===== config.mk =====
export PLATFORM = sky130hd
export DESIGN_NAME = ac97_host_dma
export DESIGN_NICKNAME = d
export VERILOG_FILES = /design/src/rtl/ac97_host_pkg.sv /design/src/rtl/ac97_dma_counter.sv /design/src/rtl/ac97_host_ctrl.sv /design/src/rtl/ac97_host_datapath.sv /design/src/rtl/ac97_host_dma.sv
export SDC_FILE = /design/constraint.sdc
export NUM_CORES = 1
export LEC_CHECK = 0
export BUFFER_PORTS_ARGS = -buffer_cell sky130_fd_sc_hd__buf_2
export CORE_ASPECT_RATIO = 0.8
export CORE_MARGIN = 2
export CORE_UTILIZATION = 54
export DETAILED_ROUTE_END_ITERATION = 10
export PLACE_DENSITY = 0.75
export SETUP_SLACK_MARGIN = 0.02
export SLEW_MARGIN = 20
export SYNTH_ARGS = -nofsm -noshare
export SYNTH_HDL_FRONTEND = slang
export SYNTH_SLANG_ARGS = --single-unit

===== constraint.sdc =====
create_clock -name clk -period 6.55 [get_ports clk]
set_clock_uncertainty 0.2 [all_clocks]
set_input_delay 0.9825 -clock clk [delete_from_list [all_inputs] [get_ports clk]]
set_output_delay 0.9825 -clock clk [all_outputs]
set_load 0.01 [all_outputs]

===== src/rtl/ac97_host_pkg.sv =====
package ac97_host_pkg;
  localparam int unsigned IDX_CMD_CTRL = 0;
  localparam int unsigned IDX_CMD_ADDR = 1;
  localparam int unsigned IDX_CMD_DOUT = 2;
  localparam int unsigned IDX_CMD_DIN  = 3;
  localparam int unsigned IDX_DN_CTRL  = 4;
  localparam int unsigned IDX_DN_ADDR  = 5;
  localparam int unsigned IDX_DN_REM   = 6;
  localparam int unsigned IDX_UP_CTRL  = 8;
  localparam int unsigned IDX_UP_ADDR  = 9;
  localparam int unsigned IDX_UP_REM   = 10;

  // Strobes from register control to the DMA datapath
  typedef struct packed {
    logic ldDnAddr;
    logic ldDnRem;
    logic ldUpAddr;
    logic ldUpRem;
    logic dnEn;
    logic upEn;
  } dmaStrobe_t;
endpackage


===== src/rtl/ac97_dma_counter.sv =====
module ac97_dma_counter #(
  parameter int REG_W       = 32,
  parameter int FRAME_BYTES = 4,
  localparam int BEAT_W     = $clog2(FRAME_BYTES + 1)
) (
  input  logic              clk,
  input  logic              rstN,
  input  logic              ldAddr,
  input  logic              ldRem,
  input  logic [REG_W-1:0]  wrData,
  input  logic              advance,
  output logic [REG_W-1:0]  addr,
  output logic [REG_W-1:0]  rem,
  output logic [BEAT_W-1:0] beatBytes,
  output logic              lastBeat
);
  always_comb begin
    if (rem < REG_W'(FRAME_BYTES)) beatBytes = rem[BEAT_W-1:0];
    else                           beatBytes = BEAT_W'(FRAME_BYTES);
    lastBeat = (rem != '0) && (rem <= REG_W'(FRAME_BYTES));
  end

  always_ff @(posedge clk or negedge rstN) begin
    if (!rstN) begin
      addr <= '0;
      rem  <= '0;
    end else begin
      if (ldAddr)       addr <= wrData;
      else if (advance) addr <= addr + REG_W'(beatBytes);
      if (ldRem)        rem  <= wrData;
      else if (advance) rem  <= rem - REG_W'(beatBytes);
    end
  end

  // a beat is never taken from an empty count
  a_r7_no_wrap: assert property (@(posedge clk) disable iff (!rstN)
    advance |-> rem != '0);
  // count shrinks by exactly the beat size
  a_r5_rem_step: assert property (@(posedge clk) disable iff (!rstN)
    (advance && !ldRem) |=> rem == $past(rem) - REG_W'($past(beatBytes)));
endmodule


===== src/rtl/ac97_host_ctrl.sv =====
module ac97_host_ctrl
  import ac97_host_pkg::*;
#(
  parameter int ADDR_W = 6,
  parameter int REG_W  = 32,
  localparam int IDX_W = ADDR_W - 2
) (
  input  logic              clk,
  input  logic              rstN,
  input  logic              regWrEn,
  input  logic [ADDR_W-1:0] regAddr,
  input  logic [3:0]        regByteEn,
  input  logic [REG_W-1:0]  regWrData,
  output logic [REG_W-1:0]  regRdData,
  input  logic [REG_W-1:0]  dnAddr,
  input  logic [REG_W-1:0]  dnRem,
  input  logic [REG_W-1:0]  upAddr,
  input  logic [REG_W-1:0]  upRem,
  output dmaStrobe_t        strobe,
  output logic              cmdReqIrq,
  output logic              cmdRplIrq
);
  logic [IDX_W-1:0] wordIdx;
  logic fullAccess;
  logic hitCmdCtrl, hitCmdAddr, hitCmdDout, hitCmdDin;
  logic hitDnCtrl, hitDnAddr, hitDnRem, hitUpCtrl, hitUpAddr, hitUpRem;
  logic [REG_W-1:0] cmdCtrl, cmdAddr, cmdDout, cmdDin, dnCtrl, upCtrl;

  assign wordIdx    = regAddr[ADDR_W-1:2];
  assign fullAccess = (&regByteEn) && (regAddr[1:0] == 2'b00);

  always_comb begin
    hitCmdCtrl = fullAccess && (wordIdx == IDX_W'(IDX_CMD_CTRL));
    hitCmdAddr = fullAccess && (wordIdx == IDX_W'(IDX_CMD_ADDR));
    hitCmdDout = fullAccess && (wordIdx == IDX_W'(IDX_CMD_DOUT));
    hitCmdDin  = fullAccess && (wordIdx == IDX_W'(IDX_CMD_DIN));
    hitDnCtrl  = fullAccess && (wordIdx == IDX_W'(IDX_DN_CTRL));
    hitDnAddr  = fullAccess && (wordIdx == IDX_W'(IDX_DN_ADDR));
    hitDnRem   = fullAccess && (wordIdx == IDX_W'(IDX_DN_REM));
    hitUpCtrl  = fullAccess && (wordIdx == IDX_W'(IDX_UP_CTRL));
    hitUpAddr  = fullAccess && (wordIdx == IDX_W'(IDX_UP_ADDR));
    hitUpRem   = fullAccess && (wordIdx == IDX_W'(IDX_UP_REM));
  end

  always_ff @(posedge clk or negedge rstN) begin
    if (!rstN) begin
      cmdCtrl   <= '0;
      cmdAddr   <= '0;
      cmdDout   <= '0;
      cmdDin    <= '0;
      dnCtrl    <= '0;
      upCtrl    <= '0;
      cmdReqIrq <= 1'b0;
      cmdRplIrq <= 1'b0;
    end else begin
      cmdReqIrq <= regWrEn && hitCmdCtrl && regWrData[0] && regWrData[1];
      cmdRplIrq <= regWrEn && hitCmdCtrl && regWrData[0] && !regWrData[1];
      if (regWrEn) begin
        if (hitCmdCtrl) cmdCtrl <= {regWrData[REG_W-1:1], 1'b0};
        if (hitCmdAddr) cmdAddr <= regWrData;
        if (hitCmdDout) cmdDout <= regWrData;
        if (hitCmdDin)  cmdDin  <= regWrData;
        if (hitDnCtrl)  dnCtrl  <= regWrData;
        if (hitUpCtrl)  upCtrl  <= regWrData;
      end
    end
  end

  always_comb begin
    regRdData = '0;
    if (hitCmdCtrl) regRdData = cmdCtrl;
    if (hitCmdAddr) regRdData = cmdAddr;
    if (hitCmdDout) regRdData = cmdDout;
    if (hitCmdDin)  regRdData = cmdDin;
    if (hitDnCtrl)  regRdData = dnCtrl;
    if (hitDnAddr)  regRdData = dnAddr;
    if (hitDnRem)   regRdData = dnRem;
    if (hitUpCtrl)  regRdData = upCtrl;
    if (hitUpAddr)  regRdData = upAddr;
    if (hitUpRem)   regRdData = upRem;
  end

  always_comb begin
    strobe.ldDnAddr = regWrEn && hitDnAddr;
    strobe.ldDnRem  = regWrEn && hitDnRem;
    strobe.ldUpAddr = regWrEn && hitUpAddr;
    strobe.ldUpRem  = regWrEn && hitUpRem;
    strobe.dnEn     = dnCtrl[0];
    strobe.upEn     = upCtrl[0];
  end

  // the two command pulses are mutually exclusive
  a_r3_one_kind: assert property (@(posedge clk) disable iff (!rstN)
    !(cmdReqIrq && cmdRplIrq));
  // a request pulse follows a write carrying request and write bits
  a_r3_req_from_write: assert property (@(posedge clk) disable iff (!rstN)
    cmdReqIrq |-> $past(regWrEn && regWrData[0] && regWrData[1]));
  // no command pulse after a partial-width access
  a_r8_full_width: assert property (@(posedge clk) disable iff (!rstN)
    (cmdReqIrq || cmdRplIrq) |-> $past(&regByteEn));
endmodule


===== src/rtl/ac97_host_datapath.sv =====
module ac97_host_datapath
  import ac97_host_pkg::*;
#(
  parameter int REG_W        = 32,
  parameter int FRAME_W      = 32,
  localparam int FRAME_BYTES = FRAME_W / 8,
  localparam int BEAT_W      = $clog2(FRAME_BYTES + 1)
) (
  input  logic                   clk,
  input  logic                   rstN,
  input  dmaStrobe_t             strobe,
  input  logic [REG_W-1:0]       wrData,
  output logic [REG_W-1:0]       dnAddr,
  output logic [REG_W-1:0]       dnRem,
  output logic [REG_W-1:0]       upAddr,
  output logic [REG_W-1:0]       upRem,
  output logic                   memRdEn,
  output logic [REG_W-1:0]       memRdAddr,
  input  logic [FRAME_W-1:0]     memRdData,
  output logic                   memWrEn,
  output logic [REG_W-1:0]       memWrAddr,
  output logic [FRAME_W-1:0]     memWrData,
  output logic [FRAME_BYTES-1:0] memWrStrb,
  output logic                   pbValid,
  output logic [FRAME_W-1:0]     pbData,
  output logic [FRAME_BYTES-1:0] pbKeep,
  input  logic                   pbReady,
  input  logic                   capValid,
  input  logic [FRAME_W-1:0]     capData,
  output logic                   capReady,
  output logic                   dnDoneIrq,
  output logic                   upDoneIrq
);
  localparam int NUM_DIR = 2;  // 0 = playback, 1 = capture

  logic [REG_W-1:0]       chAddr [NUM_DIR];
  logic [REG_W-1:0]       chRem  [NUM_DIR];
  logic [BEAT_W-1:0]      chBeat [NUM_DIR];
  logic [FRAME_BYTES-1:0] chMask [NUM_DIR];
  logic [NUM_DIR-1:0]     chLast, chLdA, chLdR, chAdv, chEn;

  assign chLdA = {strobe.ldUpAddr, strobe.ldDnAddr};
  assign chLdR = {strobe.ldUpRem,  strobe.ldDnRem};
  assign chEn  = {strobe.upEn,     strobe.dnEn};

  for (genvar ch = 0; ch < NUM_DIR; ch++) begin : gCh
    ac97_dma_counter #(.REG_W(REG_W), .FRAME_BYTES(FRAME_BYTES)) cnt_i (
      .clk(clk), .rstN(rstN),
      .ldAddr(chLdA[ch]), .ldRem(chLdR[ch]), .wrData(wrData),
      .advance(chAdv[ch]),
      .addr(chAddr[ch]), .rem(chRem[ch]),
      .beatBytes(chBeat[ch]), .lastBeat(chLast[ch])
    );
    for (genvar b = 0; b < FRAME_BYTES; b++) begin : gMask
      assign chMask[ch][b] = (BEAT_W'(b) < chBeat[ch]);
    end
  end

  assign dnAddr = chAddr[0];
  assign dnRem  = chRem[0];
  assign upAddr = chAddr[1];
  assign upRem  = chRem[1];

  // Playback: one read outstanding, frame register toward the link
  logic dnIssue, dnInFlight;
  logic [FRAME_BYTES-1:0] dnKeepPend;

  assign dnIssue   = chEn[0] && (chRem[0] != '0) && !dnInFlight && !pbValid
                     && !(chLdA[0] || chLdR[0]);
  assign chAdv[0]  = dnIssue;
  assign memRdEn   = dnIssue;
  assign memRdAddr = chAddr[0];

  always_ff @(posedge clk or negedge rstN) begin
    if (!rstN) begin
      dnInFlight <= 1'b0;
      dnKeepPend <= '0;
      pbValid    <= 1'b0;
      pbData     <= '0;
      pbKeep     <= '0;
      dnDoneIrq  <= 1'b0;
    end else begin
      dnInFlight <= dnIssue;
      dnDoneIrq  <= dnIssue && chLast[0];
      if (dnIssue) dnKeepPend <= chMask[0];
      if (dnInFlight) begin
        pbValid <= 1'b1;
        pbData  <= memRdData;
        pbKeep  <= dnKeepPend;
      end else if (pbReady) begin
        pbValid <= 1'b0;
      end
    end
  end

  // Capture: accept a frame whenever enabled with bytes left
  logic upTake;
  assign capReady = chEn[1] && (chRem[1] != '0) && !(chLdA[1] || chLdR[1]);
  assign upTake   = capValid && capReady;
  assign chAdv[1] = upTake;

  always_ff @(posedge clk or negedge rstN) begin
    if (!rstN) begin
      memWrEn   <= 1'b0;
      memWrAddr <= '0;
      memWrData <= '0;
      memWrStrb <= '0;
      upDoneIrq <= 1'b0;
    end else begin
      memWrEn   <= upTake;
      upDoneIrq <= upTake && chLast[1];
      if (upTake) begin
        memWrAddr <= chAddr[1];
        memWrData <= capData;
        memWrStrb <= chMask[1];
      end
    end
  end

  // playback done pulse only right after a read with the count now empty
  a_r6_dn_done: assert property (@(posedge clk) disable iff (!rstN)
    dnDoneIrq |-> (dnRem == '0) && $past(memRdEn));
  // capture done pulse accompanies the final memory write
  a_r6_up_done: assert property (@(posedge clk) disable iff (!rstN)
    upDoneIrq |-> (upRem == '0) && memWrEn);
  // a stalled playback frame stays put
  a_r7_pb_hold: assert property (@(posedge clk) disable iff (!rstN)
    (pbValid && !pbReady) |=> pbValid && $stable(pbData));
endmodule


===== src/rtl/ac97_host_dma.sv =====
module ac97_host_dma
  import ac97_host_pkg::*;
#(
  parameter int ADDR_W       = 6,
  parameter int FRAME_W      = 32,
  localparam int REG_W       = 32,
  localparam int FRAME_BYTES = FRAME_W / 8
) (
  input  logic                   clk,
  input  logic                   rstN,
  input  logic                   regWrEn,
  input  logic [ADDR_W-1:0]      regAddr,
  input  logic [3:0]             regByteEn,
  input  logic [REG_W-1:0]       regWrData,
  output logic [REG_W-1:0]       regRdData,
  output logic                   memRdEn,
  output logic [REG_W-1:0]       memRdAddr,
  input  logic [FRAME_W-1:0]     memRdData,
  output logic                   memWrEn,
  output logic [REG_W-1:0]       memWrAddr,
  output logic [FRAME_W-1:0]     memWrData,
  output logic [FRAME_BYTES-1:0] memWrStrb,
  output logic                   pbValid,
  output logic [FRAME_W-1:0]     pbData,
  output logic [FRAME_BYTES-1:0] pbKeep,
  input  logic                   pbReady,
  input  logic                   capValid,
  input  logic [FRAME_W-1:0]     capData,
  output logic                   capReady,
  output logic                   cmdReqIrq,
  output logic                   cmdRplIrq,
  output logic                   dnDoneIrq,
  output logic                   upDoneIrq
);
  dmaStrobe_t strobe;
  logic [REG_W-1:0] dnAddr, dnRem, upAddr, upRem;

  ac97_host_ctrl #(.ADDR_W(ADDR_W), .REG_W(REG_W)) ctrl_i (
    .clk(clk), .rstN(rstN),
    .regWrEn(regWrEn), .regAddr(regAddr), .regByteEn(regByteEn),
    .regWrData(regWrData), .regRdData(regRdData),
    .dnAddr(dnAddr), .dnRem(dnRem), .upAddr(upAddr), .upRem(upRem),
    .strobe(strobe), .cmdReqIrq(cmdReqIrq), .cmdRplIrq(cmdRplIrq)
  );

  ac97_host_datapath #(.REG_W(REG_W), .FRAME_W(FRAME_W)) dp_i (
    .clk(clk), .rstN(rstN), .strobe(strobe), .wrData(regWrData),
    .dnAddr(dnAddr), .dnRem(dnRem), .upAddr(upAddr), .upRem(upRem),
    .memRdEn(memRdEn), .memRdAddr(memRdAddr), .memRdData(memRdData),
    .memWrEn(memWrEn), .memWrAddr(memWrAddr), .memWrData(memWrData),
    .memWrStrb(memWrStrb),
    .pbValid(pbValid), .pbData(pbData), .pbKeep(pbKeep), .pbReady(pbReady),
    .capValid(capValid), .capData(capData), .capReady(capReady),
    .dnDoneIrq(dnDoneIrq), .upDoneIrq(upDoneIrq)
  );
endmodule


==> run_summary.xml, run 1 <==
<?xml version="1.0" encoding="UTF-8"?>
<metrics>
  <group name="outcome">
    <metric name="run_status" unit="">finished, final reports clean</metric>
  </group>
  <group name="clock_tree">
    <metric name="postCtsSetupBuffers" unit="">0</metric>
    <metric name="cts.clk_slew.worst_paths" unit="ps">70</metric>
    <metric name="clock_sink_count" unit="">434</metric>
    <metric name="cts.hold.buffers_added" unit="">0</metric>
    <metric name="cts-root-buf" unit="">sky130_fd_sc_hd__clkbuf_16</metric>
    <metric name="cts_inserted_buffers" unit="">43</metric>
    <metric name="ctsHtreeMaxLevel" unit="">2</metric>
    <metric name="worst_skew_pair.late_latency" unit="ps">580</metric>
    <metric name="tritoncts" unit="">built</metric>
    <metric name="cts_buffer_depth" unit="">3</metric>
    <metric name="cts_resized" unit="">0</metric>
  </group>
  <group name="setup_path">
    <metric name="setup.worst_path.class" unit="">reg -&gt; reg</metric>
    <metric name="worst-r2r-cell-count" unit="">14</metric>
    <metric name="timing.reg2reg.setup_slack" unit="ps">1340</metric>
    <metric name="end_kind" unit="">flip-flop</metric>
    <metric name="timing.critical_path.arrival" unit="ps">5440</metric>
    <metric name="critPathMaxFanout" unit="">7</metric>
    <metric name="crit_required" unit="ps">6770</metric>
    <metric name="worstSetupStartpointType" unit="">flip-flop</metric>
    <metric name="worstReg2RegEnd" unit="">dp_i.gCh[1].cnt_i.addr[20]</metric>
    <metric name="critical_path.reg2reg.startpoint" unit="">dp_i.gCh[1].cnt_i.rem[25]</metric>
  </group>
  <group name="sta">
    <metric name="fin_setup_tns" unit="ps">0</metric>
    <metric name="slew_headroom" unit="">0.2343</metric>
    <metric name="timing.final.max_slew_violations" unit="">0</metric>
    <metric name="setup_viol_count_final" unit="">0</metric>
    <metric name="clock.fmax" unit="GHz">0.1918</metric>
    <metric name="rsz0062_at_grt" unit="">false</metric>
    <metric name="tightestPinTransition" unit="ps">1149</metric>
    <metric name="post-route-period-util" unit="">0.7960</metric>
    <metric name="setup_ws" unit="ps">1336</metric>
    <metric name="layout_min_cycle_time" unit="ps">5214</metric>
    <metric name="final-hold-violation-count" unit="">0</metric>
  </group>
  <group name="floorplan">
    <metric name="design.core.area" unit="sq um">39530</metric>
    <metric name="initial_utilization" unit="">0.5479</metric>
    <metric name="chipHeight" unit="microns">183.1</metric>
    <metric name="num_io_pins" unit="">287</metric>
    <metric name="placement_rows" unit="">65</metric>
    <metric name="die_area" unit="sq um">41730</metric>
    <metric name="fp.dieW" unit="microns">227.9</metric>
  </group>
  <group name="global_routing">
    <metric name="grt_overflow" unit="">0</metric>
    <metric name="first_pass_grt_wire_length" unit="microns">106500</metric>
    <metric name="antenna_found_initial" unit="">3</metric>
    <metric name="gr_util_all_layers" unit="">0.3290</metric>
    <metric name="number_of_global_route_vias_before_repair" unit="">18030</metric>
    <metric name="grt_start_max_net_pins" unit="">148</metric>
  </group>
  <group name="pwr">
    <metric name="power_density" unit="nW/um^2">285.4</metric>
    <metric name="vdd.ir_drop.worst" unit="V">0.0001785</metric>
    <metric name="design_power_total" unit="mW">7.132</metric>
    <metric name="total_leakage_power" unit="nW">12.43</metric>
  </group>
  <group name="detailed_routing">
    <metric name="detail_route.first_pass.iterations" unit="">7</metric>
    <metric name="detail_route.vias_per_cell" unit="">6.326</metric>
    <metric name="ant_nets" unit="">0</metric>
    <metric name="drt_iter0_markers" unit="">2343</metric>
    <metric name="routed_wirelength" unit="microns">68770</metric>
    <metric name="wl_per_cell" unit="microns">23.48</metric>
    <metric name="vias" unit="">18530</metric>
    <metric name="detail_route.drc_violations" unit="">0</metric>
  </group>
  <group name="layout">
    <metric name="register_area" unit="sq um">10860</metric>
    <metric name="multiInputGateArea" unit="sq um">10060</metric>
    <metric name="drive_above_1_share" unit="">0.2869</metric>
    <metric name="final_net_count" unit="">2479</metric>
    <metric name="finalCoreUtilization" unit="">0.6322</metric>
    <metric name="filler_cell_count" unit="">3288</metric>
    <metric name="layout_area_growth_over_synthesis" unit="%">15.38</metric>
  </group>
  <group name="placement">
    <metric name="globalplace.congestion" unit="">0.9589</metric>
    <metric name="place.detailed.hpwl" unit="microns">47770</metric>
    <metric name="place_worst_setup_slack" unit="ps">1420</metric>
    <metric name="placement.io_buffers" unit="">286</metric>
  </group>
  <group name="synthesis">
    <metric name="part_of_the_yosys_area_used_for_sequential_elements" unit="">0.5015</metric>
    <metric name="yosys_warnings" unit="">0</metric>
    <metric name="post_synth_edffs" unit="">0</metric>
    <metric name="synth.most_common_cell" unit="">sky130_fd_sc_hd__dfrtp_1</metric>
    <metric name="synth.top_cells.by_area" unit="">sky130_fd_sc_hd__dfrtp_1 50%, sky130_fd_sc_hd__mux2_2 12%, sky130_fd_sc_hd__nand2_1 6.3%</metric>
    <metric name="synth.avg_cell_area" unit="sq um">10.09</metric>
    <metric name="postSynthRegisterBits" unit="">434</metric>
    <metric name="ys_async_sr_fraction" unit="">1.000</metric>
    <metric name="cell_count_after_synthesis" unit="">2146</metric>
    <metric name="synth_area" unit="sq um">21660</metric>
    <metric name="synth-main-ff-cell" unit="">sky130_fd_sc_hd__dfrtp_1</metric>
    <metric name="synth_commonest_cells" unit="">434 x sky130_fd_sc_hd__dfrtp_1, 363 x sky130_fd_sc_hd__nand2_1, 223 x sky130_fd_sc_hd__mux2_2</metric>
    <metric name="post-synth-top-area-fraction" unit="">0.5015</metric>
    <metric name="synth.lib_cells_used.distinct" unit="">75</metric>
    <metric name="synth_area_leader_cell" unit="">sky130_fd_sc_hd__dfrtp_1</metric>
  </group>
  <group name="min_path">
    <metric name="hold_class" unit="">in -&gt; async</metric>
  </group>
  <group name="run">
    <metric name="timing.max_cap.violations" unit="">0</metric>
  </group>
</metrics>
==> how the worst max path moves through the flow <==
stage | from | endpoint | slack, ps | cells past startpoint
2_1_floorplan | regAddr[1] | regRdData[18] | 2180 | 8
3_3_place_gp | regAddr[1] | regRdData[14] | 1390 | 8
3_5_place_dp | regAddr[1] | regRdData[14] | 1420 | 8
4_1_cts | regAddr[1] | regRdData[14] | 1420 | 8
5_1_grt | dp_i.gCh[1].cnt_i.rem[25] | dp_i.gCh[1].cnt_i.addr[20] | 1120 | 14
6_report | dp_i.gCh[1].cnt_i.rem[25] | dp_i.gCh[1].cnt_i.addr[20] | 1340 | 14
==> metrics by stage <==
step	instance area, sq um	hold slack, ps	instances
after floorplan	21660	228.5	2147
after global placement	23510	242.9	2848
after detailed placement	23510	249.7	2848
after CTS	24960	265.5	2926
after global routing	24980	283.0	2928
final	24990	236.8	2929
==> state kept, by name (all words and copies together) (netlist names) <==
name / flops
ctrl_i.cmdAddr: 32
ctrl_i.cmdCtrl: 31
ctrl_i.cmdDin: 32
ctrl_i.cmdDout: 32
ctrl_i.cmdReqIrq: 1
ctrl_i.cmdRplIrq: 1
ctrl_i.dnCtrl: 32
ctrl_i.upCtrl: 32
dp_i.dnDoneIrq: 1
dp_i.dnInFlight: 1
dp_i.dnKeepPend: 4
dp_i.gCh.cnt_i.addr: 64
dp_i.gCh.cnt_i.rem: 64
dp_i.memWrAddr: 32
dp_i.memWrData: 32
dp_i.memWrEn: 1
dp_i.memWrStrb: 4
dp_i.pbData: 32
dp_i.pbKeep: 4
dp_i.pbValid: 1
dp_i.upDoneIrq: 1
==> cells by family (layout without fill, tap and decap cells) <==
kind of cell,after synthesis,after routing,share of synthesized area
AOI/OAI and AO/OA,461,461,0.1356
xor gates and xnor gates,39,39,0.01577
adders and majority gates,10,10,0.006471
buffers and inverters,197,441,0.03646
DFF,434,434,0.5015
muxes,264,264,0.1470
other,1,4,0.0001732
and+or+nand+nor,740,740,0.1570
==> routing by layer <==
layer,GRT usage,share of wire,vias to the layer above
met1,0.4667,0.42,9154
li1,-,-,8165
met2,0.4854,0.44,1038
met5,0,0,-
met3,0.08178,0.10,172
met4,0.1375,0.042,0
==> area by class of cell <==
cell class              count  area share
clock inverters            13    0.005658
multi-input cells        1516      0.4026
clock buffers              65     0.05243
repair buffers            331     0.07271
well taps                 536     0.02684
diodes                      2   0.0002003
flip-flops and latches    434      0.4347
inverters                  32    0.004907
==> worst max-delay path, stage by stage, from the launching register on <==
cell                       delay (ps)
sky130_fd_sc_hd__dfrtp_1          440
sky130_fd_sc_hd__or4_1            570
sky130_fd_sc_hd__or4_1            680
sky130_fd_sc_hd__nor4_2           650
sky130_fd_sc_hd__and2_1           230
sky130_fd_sc_hd__ha_1             160
sky130_fd_sc_hd__inv_1             50
sky130_fd_sc_hd__fa_1             370
sky130_fd_sc_hd__nor2b_1          250
sky130_fd_sc_hd__nor2_1           130
sky130_fd_sc_hd__nor4_1           600
sky130_fd_sc_hd__and2_1           260
sky130_fd_sc_hd__a31oi_1          100
sky130_fd_sc_hd__o21ai_0          200
sky130_fd_sc_hd__o311ai_0         170
==> power breakdown <==
group / total [mW] / internal, mW / switching (mW)
Combinational: 1.47 / 0.526 / 0.942
Clock: 2.55 / 1.46 / 1.09
Sequential: 3.11 / 2.89 / 0.228
Total: 7.13 / 4.88 / 2.26
==> layout by cell type (no fill, tap or decap), types with 14 or more instances in the layout <==
master	n
sky130_fd_sc_hd__inv_1	30
sky130_fd_sc_hd__buf_2	285
sky130_fd_sc_hd__a22oi_1	19
sky130_fd_sc_hd__o211ai_1	31
sky130_fd_sc_hd__dfrtp_1	434
sky130_fd_sc_hd__nand2_1	362
sky130_fd_sc_hd__nor4_1	40
sky130_fd_sc_hd__o22ai_1	26
sky130_fd_sc_hd__mux4_2	21
sky130_fd_sc_hd__o21ai_0	145
sky130_fd_sc_hd__mux2_2	223
sky130_fd_sc_hd__or3_1	14
sky130_fd_sc_hd__a221o_1	21
sky130_fd_sc_hd__nand4_1	14
sky130_fd_sc_hd__a21oi_1	114
sky130_fd_sc_hd__o311ai_0	18
sky130_fd_sc_hd__buf_4	42
sky130_fd_sc_hd__nor2_1	114
sky130_fd_sc_hd__nor3_1	30
sky130_fd_sc_hd__mux2i_1	20
sky130_fd_sc_hd__clkbuf_16	44
sky130_fd_sc_hd__nand3_1	67
sky130_fd_sc_hd__or2_2	17
sky130_fd_sc_hd__xnor2_1	35
Note: power is estimated with default switching activity, not from simulation.
==> inputs of run 2 (changes only) <==
ABC_AREA = 1   (was not set)
CORE_UTILIZATION = 53   (was 54)
PLACE_DENSITY = 0.77   (was 0.75)
clock period = 4.2 ns   (was 6.55 ns; I/O delays follow)
==> run_summary.xml, run 2 <==
<?xml version="1.0" encoding="UTF-8"?>
<metrics>
  <group name="synthesis">
    <metric name="part_of_the_yosys_area_used_for_sequential_elements" unit="">0.4831</metric>
    <metric name="synth.avg_cell_area" unit="sq um">7.907</metric>
    <metric name="synth-main-ff-cell" unit="">sky130_fd_sc_hd__dfrtp_1</metric>
    <metric name="cell_count_after_synthesis" unit="">2843</metric>
    <metric name="ys_async_sr_fraction" unit="">1.000</metric>
    <metric name="synth.top_cells.by_area" unit="">sky130_fd_sc_hd__dfrtp_1 48%, sky130_fd_sc_hd__nand2_1 16%, sky130_fd_sc_hd__o21ai_0 5.1%</metric>
    <metric name="synth_area_leader_cell" unit="">sky130_fd_sc_hd__dfrtp_1</metric>
    <metric name="postSynthRegisterBits" unit="">434</metric>
    <metric name="synth_commonest_cells" unit="">960 x sky130_fd_sc_hd__nand2_1, 434 x sky130_fd_sc_hd__dfrtp_1, 229 x sky130_fd_sc_hd__o21ai_0</metric>
    <metric name="post_synth_edffs" unit="">0</metric>
    <metric name="synth.most_common_cell" unit="">sky130_fd_sc_hd__nand2_1</metric>
    <metric name="post-synth-top-area-fraction" unit="">0.4831</metric>
    <metric name="yosys_warnings" unit="">0</metric>
    <metric name="synth.lib_cells_used.distinct" unit="">55</metric>
    <metric name="synth_area" unit="sq um">22480</metric>
  </group>
  <group name="layout">
    <metric name="drive_above_1_share" unit="">0.1628</metric>
    <metric name="final_net_count" unit="">3211</metric>
    <metric name="reg_top3" unit="">dp_i.gCh.cnt_i.addr x64, dp_i.gCh.cnt_i.rem x64</metric>
    <metric name="filler_cell_count" unit="">3676</metric>
    <metric name="final_cells" unit="">3678</metric>
    <metric name="antenna_cells" unit="">0</metric>
    <metric name="final_common_cell" unit="">sky130_fd_sc_hd__nand2_1</metric>
    <metric name="layout_area_growth_over_synthesis" unit="%">15.87</metric>
    <metric name="final_cell_mix" unit="">958 x sky130_fd_sc_hd__nand2_1, 434 x sky130_fd_sc_hd__dfrtp_1, 285 x sky130_fd_sc_hd__buf_2, 229 x sky130_fd_sc_hd__o21ai_0, 210 x sky130_fd_sc_hd__inv_1</metric>
  </group>
  <group name="sta">
    <metric name="layout_min_cycle_time" unit="ps">3939</metric>
    <metric name="tightestPinTransition" unit="ps">1110</metric>
    <metric name="post-route-period-util" unit="">0.9379</metric>
    <metric name="rsz0062_at_grt" unit="">false</metric>
    <metric name="worst_case_hold_slack" unit="ps">19.64</metric>
    <metric name="fin_setup_tns" unit="ps">0</metric>
    <metric name="clock.fmax" unit="GHz">0.2539</metric>
    <metric name="setup_ws" unit="ps">260.8</metric>
    <metric name="slew_headroom" unit="">0.2591</metric>
    <metric name="timing.final.max_slew_violations" unit="">0</metric>
    <metric name="setup_viol_count_final" unit="">0</metric>
    <metric name="final-hold-violation-count" unit="">0</metric>
  </group>
  <group name="detailed_routing">
    <metric name="drt_iter0_markers" unit="">3117</metric>
    <metric name="routed_wirelength" unit="microns">84050</metric>
    <metric name="detail_route.vias_per_cell" unit="">5.989</metric>
    <metric name="detail_route.first_pass.iterations" unit="">6</metric>
    <metric name="wl_per_cell" unit="microns">22.85</metric>
    <metric name="ant_nets" unit="">0</metric>
    <metric name="vias" unit="">22030</metric>
    <metric name="detail_route.drc_violations" unit="">0</metric>
  </group>
  <group name="setup_path">
    <metric name="critPathMaxFanout" unit="">10</metric>
    <metric name="timing.critical_path.arrival" unit="ps">4250</metric>
    <metric name="setup.worst_path.class" unit="">reg -&gt; reg</metric>
    <metric name="crit_required" unit="ps">4510</metric>
    <metric name="end_kind" unit="">flip-flop</metric>
    <metric name="worstSetupStartpointType" unit="">flip-flop</metric>
  </group>
  <group name="pwr">
    <metric name="vdd.ir_drop.worst" unit="V">0.0003070</metric>
    <metric name="total_leakage_power" unit="nW">12.82</metric>
    <metric name="design_power_total" unit="mW">10.68</metric>
    <metric name="power_density" unit="nW/um^2">410.0</metric>
  </group>
  <group name="clock_tree">
    <metric name="worst_skew_pair.late_latency" unit="ps">610</metric>
    <metric name="cts_inserted_buffers" unit="">45</metric>
    <metric name="cts_buffer_depth" unit="">3</metric>
    <metric name="cts.clk_slew.worst_paths" unit="ps">60</metric>
    <metric name="ctsHtreeMaxLevel" unit="">2</metric>
    <metric name="tritoncts" unit="">built</metric>
    <metric name="clock_sink_count" unit="">434</metric>
    <metric name="cts-root-buf" unit="">sky130_fd_sc_hd__clkbuf_16</metric>
  </group>
  <group name="placement">
    <metric name="placement.io_buffers" unit="">286</metric>
    <metric name="place.detailed.hpwl" unit="microns">58970</metric>
    <metric name="dpl.cell_count" unit="">3592</metric>
    <metric name="place_worst_setup_slack" unit="ps">296.6</metric>
    <metric name="globalplace.congestion" unit="">0.9632</metric>
  </group>
  <group name="floorplan">
    <metric name="chipHeight" unit="microns">188.2</metric>
    <metric name="design.core.area" unit="sq um">41830</metric>
    <metric name="initial_utilization" unit="">0.5374</metric>
    <metric name="die_area" unit="sq um">44090</metric>
    <metric name="placement_rows" unit="">67</metric>
    <metric name="fp.dieW" unit="microns">234.3</metric>
    <metric name="num_io_pins" unit="">287</metric>
  </group>
  <group name="outcome">
    <metric name="run_status" unit="">finished, final reports clean</metric>
  </group>
  <group name="run">
    <metric name="timing.max_cap.violations" unit="">0</metric>
  </group>
  <group name="global_routing">
    <metric name="grt_overflow" unit="">0</metric>
    <metric name="gr_util_all_layers" unit="">0.3822</metric>
    <metric name="grt_start_max_net_pins" unit="">110</metric>
    <metric name="antenna_found_initial" unit="">6</metric>
    <metric name="number_of_global_route_vias_before_repair" unit="">20430</metric>
    <metric name="first_pass_grt_wire_length" unit="microns">126100</metric>
  </group>
  <group name="min_path">
    <metric name="hold_class" unit="">in -&gt; reg</metric>
  </group>
</metrics>
run 2: changes by cell type after synthesis, moves of 44 or more:
cell	delta
sky130_fd_sc_hd__clkbuf_1	-44
sky130_fd_sc_hd__inv_1	+180
sky130_fd_sc_hd__mux2_2	-223
sky130_fd_sc_hd__nand2_1	+597
sky130_fd_sc_hd__o21ai_0	+84
sky130_fd_sc_hd__o21ai_1	+48
sky130_fd_sc_hd__o221ai_1	+63
sky130_fd_sc_hd__xor2_1	+70
run 2: power breakdown:
group	total [mW]	switching, mW	internal [mW]
logic	1.57	1.05	0.520
clock network	4.22	1.78	2.44
registers	4.89	0.353	4.54
total	10.7	3.18	7.50
run 2: worst max-delay path, stage by stage, from the launching register on:
cell	delay (ps)
sky130_fd_sc_hd__dfrtp_1	400
sky130_fd_sc_hd__inv_1	170
sky130_fd_sc_hd__nand2_1	150
sky130_fd_sc_hd__nor2_1	150
sky130_fd_sc_hd__nand2_1	90
sky130_fd_sc_hd__nor2_1	180
sky130_fd_sc_hd__nand2_4	130
sky130_fd_sc_hd__nor2_1	150
sky130_fd_sc_hd__ha_1	200
sky130_fd_sc_hd__inv_1	70
sky130_fd_sc_hd__fa_1	420
sky130_fd_sc_hd__o21ai_2	220
sky130_fd_sc_hd__nand4_1	200
sky130_fd_sc_hd__nor2_2	230
sky130_fd_sc_hd__nand2_1	180
sky130_fd_sc_hd__nor3b_2	270
sky130_fd_sc_hd__buf_4	150
sky130_fd_sc_hd__xor2_1	140
sky130_fd_sc_hd__nand2_1	60
sky130_fd_sc_hd__o221ai_1	80
run 2: layout make-up:
cell class                 instances  area, sq um  area share
sequential                       434        10860      0.4169
multi-input combinational       2031        10090      0.3874
timing repair buffer             339         1954     0.07503
clock buffer                      67         1360     0.05221
inverter                         239        900.9     0.03459
tap                              552        690.7     0.02652
clock inverter                    16        191.4    0.007349
run 2: what timing repair did:
action | in CTS | in global routing
hold buffers | 1 | 0
buffers inserted | 0 | 2
endpoints found under the hold margin | 73 | 0
endpoints found under the setup margin | 0 | 8
resized for setup | 0 | 6
run 2: logic make-up (layout without fill, tap and decap cells):
kind of cell               count (synthesis)  in the layout  share of synthesized area
AOI/OAI and AO/OA                        582            582                     0.1542
xor gates and xnor gates                  82             82                    0.03195
adders and majority gates                 10             10                   0.006234
buffers and inverters                    379            661                    0.07052
DFF                                      434            434                     0.4831
other                                      1              2                  0.0001668
and+or+nand+nor                         1355           1355                     0.2539
run 2: path summary, 6_finish.rpt:
path | startpoint | endpoint | slack, ps | cells after the start
setup / recovery | dp_i.gCh[0].cnt_i.rem[8] | dp_i.gCh[0].cnt_i.addr[22] | 260 | 19
hold / removal | regWrData[1] | ctrl_i.cmdRplIrq | 20 | 2
setup reg to reg | dp_i.gCh[0].cnt_i.rem[8] | dp_i.gCh[0].cnt_i.addr[22] | 260 | 19
hold reg to reg | dp_i.pbData[12] | dp_i.pbData[12] | 260 | 2
max in group asynchronous | rstN | dp_i.memWrAddr[0] | 2270 | 3
min in group asynchronous | rstN | dp_i.gCh[0].cnt_i.rem[22] | 430 | 2
run 2: routing by layer:
metal | wire (microns) | global-route usage
met5 | 18 | 0
met4 | 3478 | 0.1512
met3 | 10610 | 0.09504
met2 | 34850 | 0.5314
met1 | 35100 | 0.5703
run 2: metrics by stage:
step	cell area [sq um]	util
6_report	26050	0.6227
5_1_grt	26050	0.6227
4_1_cts	26010	0.6218
3_5_place_dp	24450	0.5845
3_3_place_gp	24450	0.5845
2_1_floorplan	22480	-
==> inputs of run 3 (changes only) <==
PLACE_DENSITY = 0.83   (was 0.77)
==> run_summary.xml, run 3 (synthesis results as in run 2) <==
<?xml version="1.0" encoding="UTF-8"?>
<metrics>
  <group name="placement">
    <metric name="placement.io_buffers" unit="">286</metric>
    <metric name="detailed_place.area" unit="sq um">24390</metric>
    <metric name="globalplace.congestion" unit="">1.025</metric>
    <metric name="place.detailed.hpwl" unit="microns">57990</metric>
    <metric name="place_worst_setup_slack" unit="ps">345.4</metric>
  </group>
  <group name="detailed_routing">
    <metric name="wl_per_cell" unit="microns">22.56</metric>
    <metric name="detail_route.drc_violations" unit="">0</metric>
    <metric name="detail_route.vias_per_cell" unit="">6.022</metric>
    <metric name="detail_route.first_pass.iterations" unit="">8</metric>
    <metric name="vias" unit="">22110</metric>
    <metric name="routed_wirelength" unit="microns">82840</metric>
    <metric name="drt_iter0_markers" unit="">3363</metric>
    <metric name="ant_nets" unit="">0</metric>
  </group>
  <group name="setup_path">
    <metric name="setup.worst_path.start" unit="">regAddr[5]</metric>
    <metric name="family_with_the_most_delay_on_the_worst_path" unit="">simple AND/OR/NAND/NOR gates</metric>
    <metric name="end_kind" unit="">output pin</metric>
    <metric name="worstReg2RegEnd" unit="">dp_i.gCh[1].cnt_i.addr[26]</metric>
    <metric name="critPathMaxFanout" unit="">18</metric>
    <metric name="worst-r2r-cell-count" unit="">21</metric>
    <metric name="crit_required" unit="ps">3370</metric>
    <metric name="setup.worst_path.class" unit="">in -&gt; out</metric>
    <metric name="timing.reg2reg.setup_slack" unit="ps">360</metric>
    <metric name="timing.critical_path.arrival" unit="ps">3130</metric>
    <metric name="most_numerous_cell_on_the_critical_path" unit="">sky130_fd_sc_hd__nand3_1</metric>
    <metric name="worstSetupStartpointType" unit="">input pin</metric>
    <metric name="crit_path_cell_trace" unit="">buf_2, nor2_1, inv_1, nor2_4, nand2_1, buf_4, nand3_1, nand3_1, a21oi_1, nand3_1, nand2_1, nand3_1, o21ai_0, inv_1, buf_2</metric>
    <metric name="cpMaxStageDelayCell" unit="">sky130_fd_sc_hd__o21ai_0</metric>
    <metric name="timing.critical_path.buf_inv" unit="">5</metric>
    <metric name="timing.critical_path.slowest_cell_delay" unit="ps">260</metric>
    <metric name="critical_path.reg2reg.startpoint" unit="">dp_i.gCh[1].cnt_i.rem[14]</metric>
  </group>
  <group name="floorplan">
    <metric name="design.core.area" unit="sq um">41830</metric>
    <metric name="initial_utilization" unit="">0.5374</metric>
    <metric name="num_io_pins" unit="">287</metric>
    <metric name="die_area" unit="sq um">44090</metric>
    <metric name="fp.dieW" unit="microns">234.3</metric>
    <metric name="placement_rows" unit="">67</metric>
    <metric name="chipHeight" unit="microns">188.2</metric>
  </group>
  <group name="min_path">
    <metric name="hold_class" unit="">in -&gt; reg</metric>
    <metric name="hold-path-endpoint" unit="">dp_i.memWrData[10]</metric>
    <metric name="min_from" unit="">capData[10]</metric>
    <metric name="hold_path_depth" unit="">3</metric>
  </group>
  <group name="clock_tree">
    <metric name="cts.clk_slew.worst_paths" unit="ps">60</metric>
    <metric name="cts-root-buf" unit="">sky130_fd_sc_hd__clkbuf_16</metric>
    <metric name="ctsHtreeMaxLevel" unit="">2</metric>
    <metric name="cts_buffer_depth" unit="">3</metric>
    <metric name="postCtsSetupBuffers" unit="">0</metric>
    <metric name="cts_inserted_buffers" unit="">46</metric>
    <metric name="clock_sink_count" unit="">434</metric>
    <metric name="tritoncts" unit="">built</metric>
    <metric name="worst_skew_pair.late_latency" unit="ps">600</metric>
  </group>
  <group name="layout">
    <metric name="reg_top3" unit="">dp_i.gCh.cnt_i.addr x64, dp_i.gCh.cnt_i.rem x64</metric>
    <metric name="final_cell_mix" unit="">959 x sky130_fd_sc_hd__nand2_1, 434 x sky130_fd_sc_hd__dfrtp_1, 285 x sky130_fd_sc_hd__buf_2, 229 x sky130_fd_sc_hd__o21ai_0, 210 x sky130_fd_sc_hd__inv_1</metric>
    <metric name="layout_area_growth_over_synthesis" unit="%">15.75</metric>
    <metric name="final_common_cell" unit="">sky130_fd_sc_hd__nand2_1</metric>
    <metric name="antenna_cells" unit="">0</metric>
    <metric name="final_net_count" unit="">3204</metric>
    <metric name="finalCoreUtilization" unit="">0.6220</metric>
    <metric name="drive_above_1_share" unit="">0.1606</metric>
    <metric name="layout.cell_area.non_filler" unit="sq um">26020</metric>
  </group>
  <group name="pwr">
    <metric name="power_frac_seq" unit="">0.451</metric>
    <metric name="vdd.ir_drop.worst" unit="V">0.0003010</metric>
    <metric name="p_switching" unit="mW">3.200</metric>
    <metric name="power.share.clock" unit="">0.403</metric>
    <metric name="p_int" unit="mW">7.571</metric>
    <metric name="power_density" unit="nW/um^2">414.0</metric>
    <metric name="share_of_power_burned_in_combinational_logic" unit="">0.146</metric>
    <metric name="total_leakage_power" unit="nW">12.78</metric>
    <metric name="swShare" unit="">0.2971</metric>
  </group>
  <group name="global_routing">
    <metric name="antenna_found_initial" unit="">2</metric>
    <metric name="first_pass_grt_wire_length" unit="microns">123800</metric>
    <metric name="grt_start_max_net_pins" unit="">101</metric>
    <metric name="number_of_global_route_vias_before_repair" unit="">20440</metric>
    <metric name="gr_util_all_layers" unit="">0.3730</metric>
    <metric name="grt_overflow" unit="">0</metric>
  </group>
  <group name="sta">
    <metric name="timing.final.max_slew_violations" unit="">0</metric>
    <metric name="final-hold-violation-count" unit="">0</metric>
    <metric name="layout_min_cycle_time" unit="ps">3956</metric>
    <metric name="post-route-period-util" unit="">0.9420</metric>
    <metric name="slew_headroom" unit="">0.2609</metric>
    <metric name="setup_ws" unit="ps">243.6</metric>
    <metric name="worst_case_hold_slack" unit="ps">38.85</metric>
    <metric name="fin_setup_tns" unit="ps">0</metric>
    <metric name="rsz0062_at_grt" unit="">false</metric>
    <metric name="setup_viol_count_final" unit="">0</metric>
    <metric name="clock.fmax" unit="GHz">0.2528</metric>
    <metric name="tightestPinTransition" unit="ps">1107</metric>
  </group>
  <group name="outcome">
    <metric name="run_status" unit="">finished, final reports clean</metric>
  </group>
  <group name="run">
    <metric name="timing.max_cap.violations" unit="">0</metric>
  </group>
</metrics>
## run 3: cell types whose count changed in the layout (fill, tap and decap cells not counted), sizes merged
cell | before | now
clkinv | 23 | 30
dlygate4sd3 | 1 | 2
buf | 338 | 329
clkbuf | 67 | 57
bufinv | 3 | 6
clkinvlp | 1 | 4
inv | 228 | 227
## run 3: worst register-to-register path, stage by stage (launching register included)
cell	delay (ps)
sky130_fd_sc_hd__dfrtp_1	440
sky130_fd_sc_hd__nor2_1	200
sky130_fd_sc_hd__nand2_2	110
sky130_fd_sc_hd__nor2_4	190
sky130_fd_sc_hd__nand2_4	90
sky130_fd_sc_hd__nor2_8	190
sky130_fd_sc_hd__inv_2	100
sky130_fd_sc_hd__nor2_1	100
sky130_fd_sc_hd__ha_1	170
sky130_fd_sc_hd__inv_1	60
sky130_fd_sc_hd__fa_1	400
sky130_fd_sc_hd__o21ai_1	260
sky130_fd_sc_hd__nand3_2	160
sky130_fd_sc_hd__nor2_2	140
sky130_fd_sc_hd__nand2_1	90
sky130_fd_sc_hd__inv_1	110
sky130_fd_sc_hd__nand2_1	100
sky130_fd_sc_hd__nor2_2	160
sky130_fd_sc_hd__nand3_1	110
sky130_fd_sc_hd__xor2_1	160
sky130_fd_sc_hd__nand2_1	70
sky130_fd_sc_hd__o221ai_2	90
## run 3: area by class of cell
type | instances | area [sq um]
Fill cell | 3651 | 15810
Sequential cell | 434 | 10860
Multi-Input combinational cell | 2031 | 10080
Timing Repair Buffer | 331 | 1897
Clock buffer | 57 | 1254
Inverter | 239 | 900.9
Tap cell | 552 | 690.7
Clock inverter | 28 | 341.6
## run 3: per-stage QoR
step,std cells,power (mW)
CTS,3672,10.74
global placement,3585,6.392
global route,3672,11.14
detailed placement,3585,6.438
finish,3672,10.77
floorplan,2844,5.695
## run 3: metal layers
metal / global-route usage / routed length [microns] / vias up
met5: 0 / 0 / -
met4: 0.1650 / 4096 / 0
met3: 0.1215 / 12010 / 230
met2: 0.5216 / 34420 / 1524
met1: 0.5279 / 32320 / 10520
li1: - / - / 9844
## run 3: power groups by stage
stage	Clock [mW]	Sequential, mW	Combinational, mW
floorplan	0	4.93	0.766
global placement	0	4.89	1.50
detailed placement	0	4.91	1.53
CTS	4.36	4.84	1.54
global route	4.53	4.89	1.72
finish	4.34	4.86	1.57
## run 3: what timing repair did
action / CTS / global route
setup endpoints to repair: 0 / 3
endpoints found under the hold margin: 58 / 0
resized for setup: 0 / 3
hold buffers: 2 / 0
## run 3: worst max-delay path by stage
| stage | end | slack [ps] | depth (start not counted) |
|---|---|---|---|
| final | regRdData[15] | 240 | 15 |
| after global routing | dp_i.gCh[1].cnt_i.addr[26] | 40 | 21 |
| after CTS | dp_i.gCh[1].cnt_i.addr[26] | 320 | 21 |
| after detailed placement | dp_i.gCh[1].cnt_i.addr[26] | 350 | 21 |
| after global placement | regRdData[29] | 320 | 16 |
| after floorplan | dp_i.gCh[1].cnt_i.addr[26] | 810 | 21 |
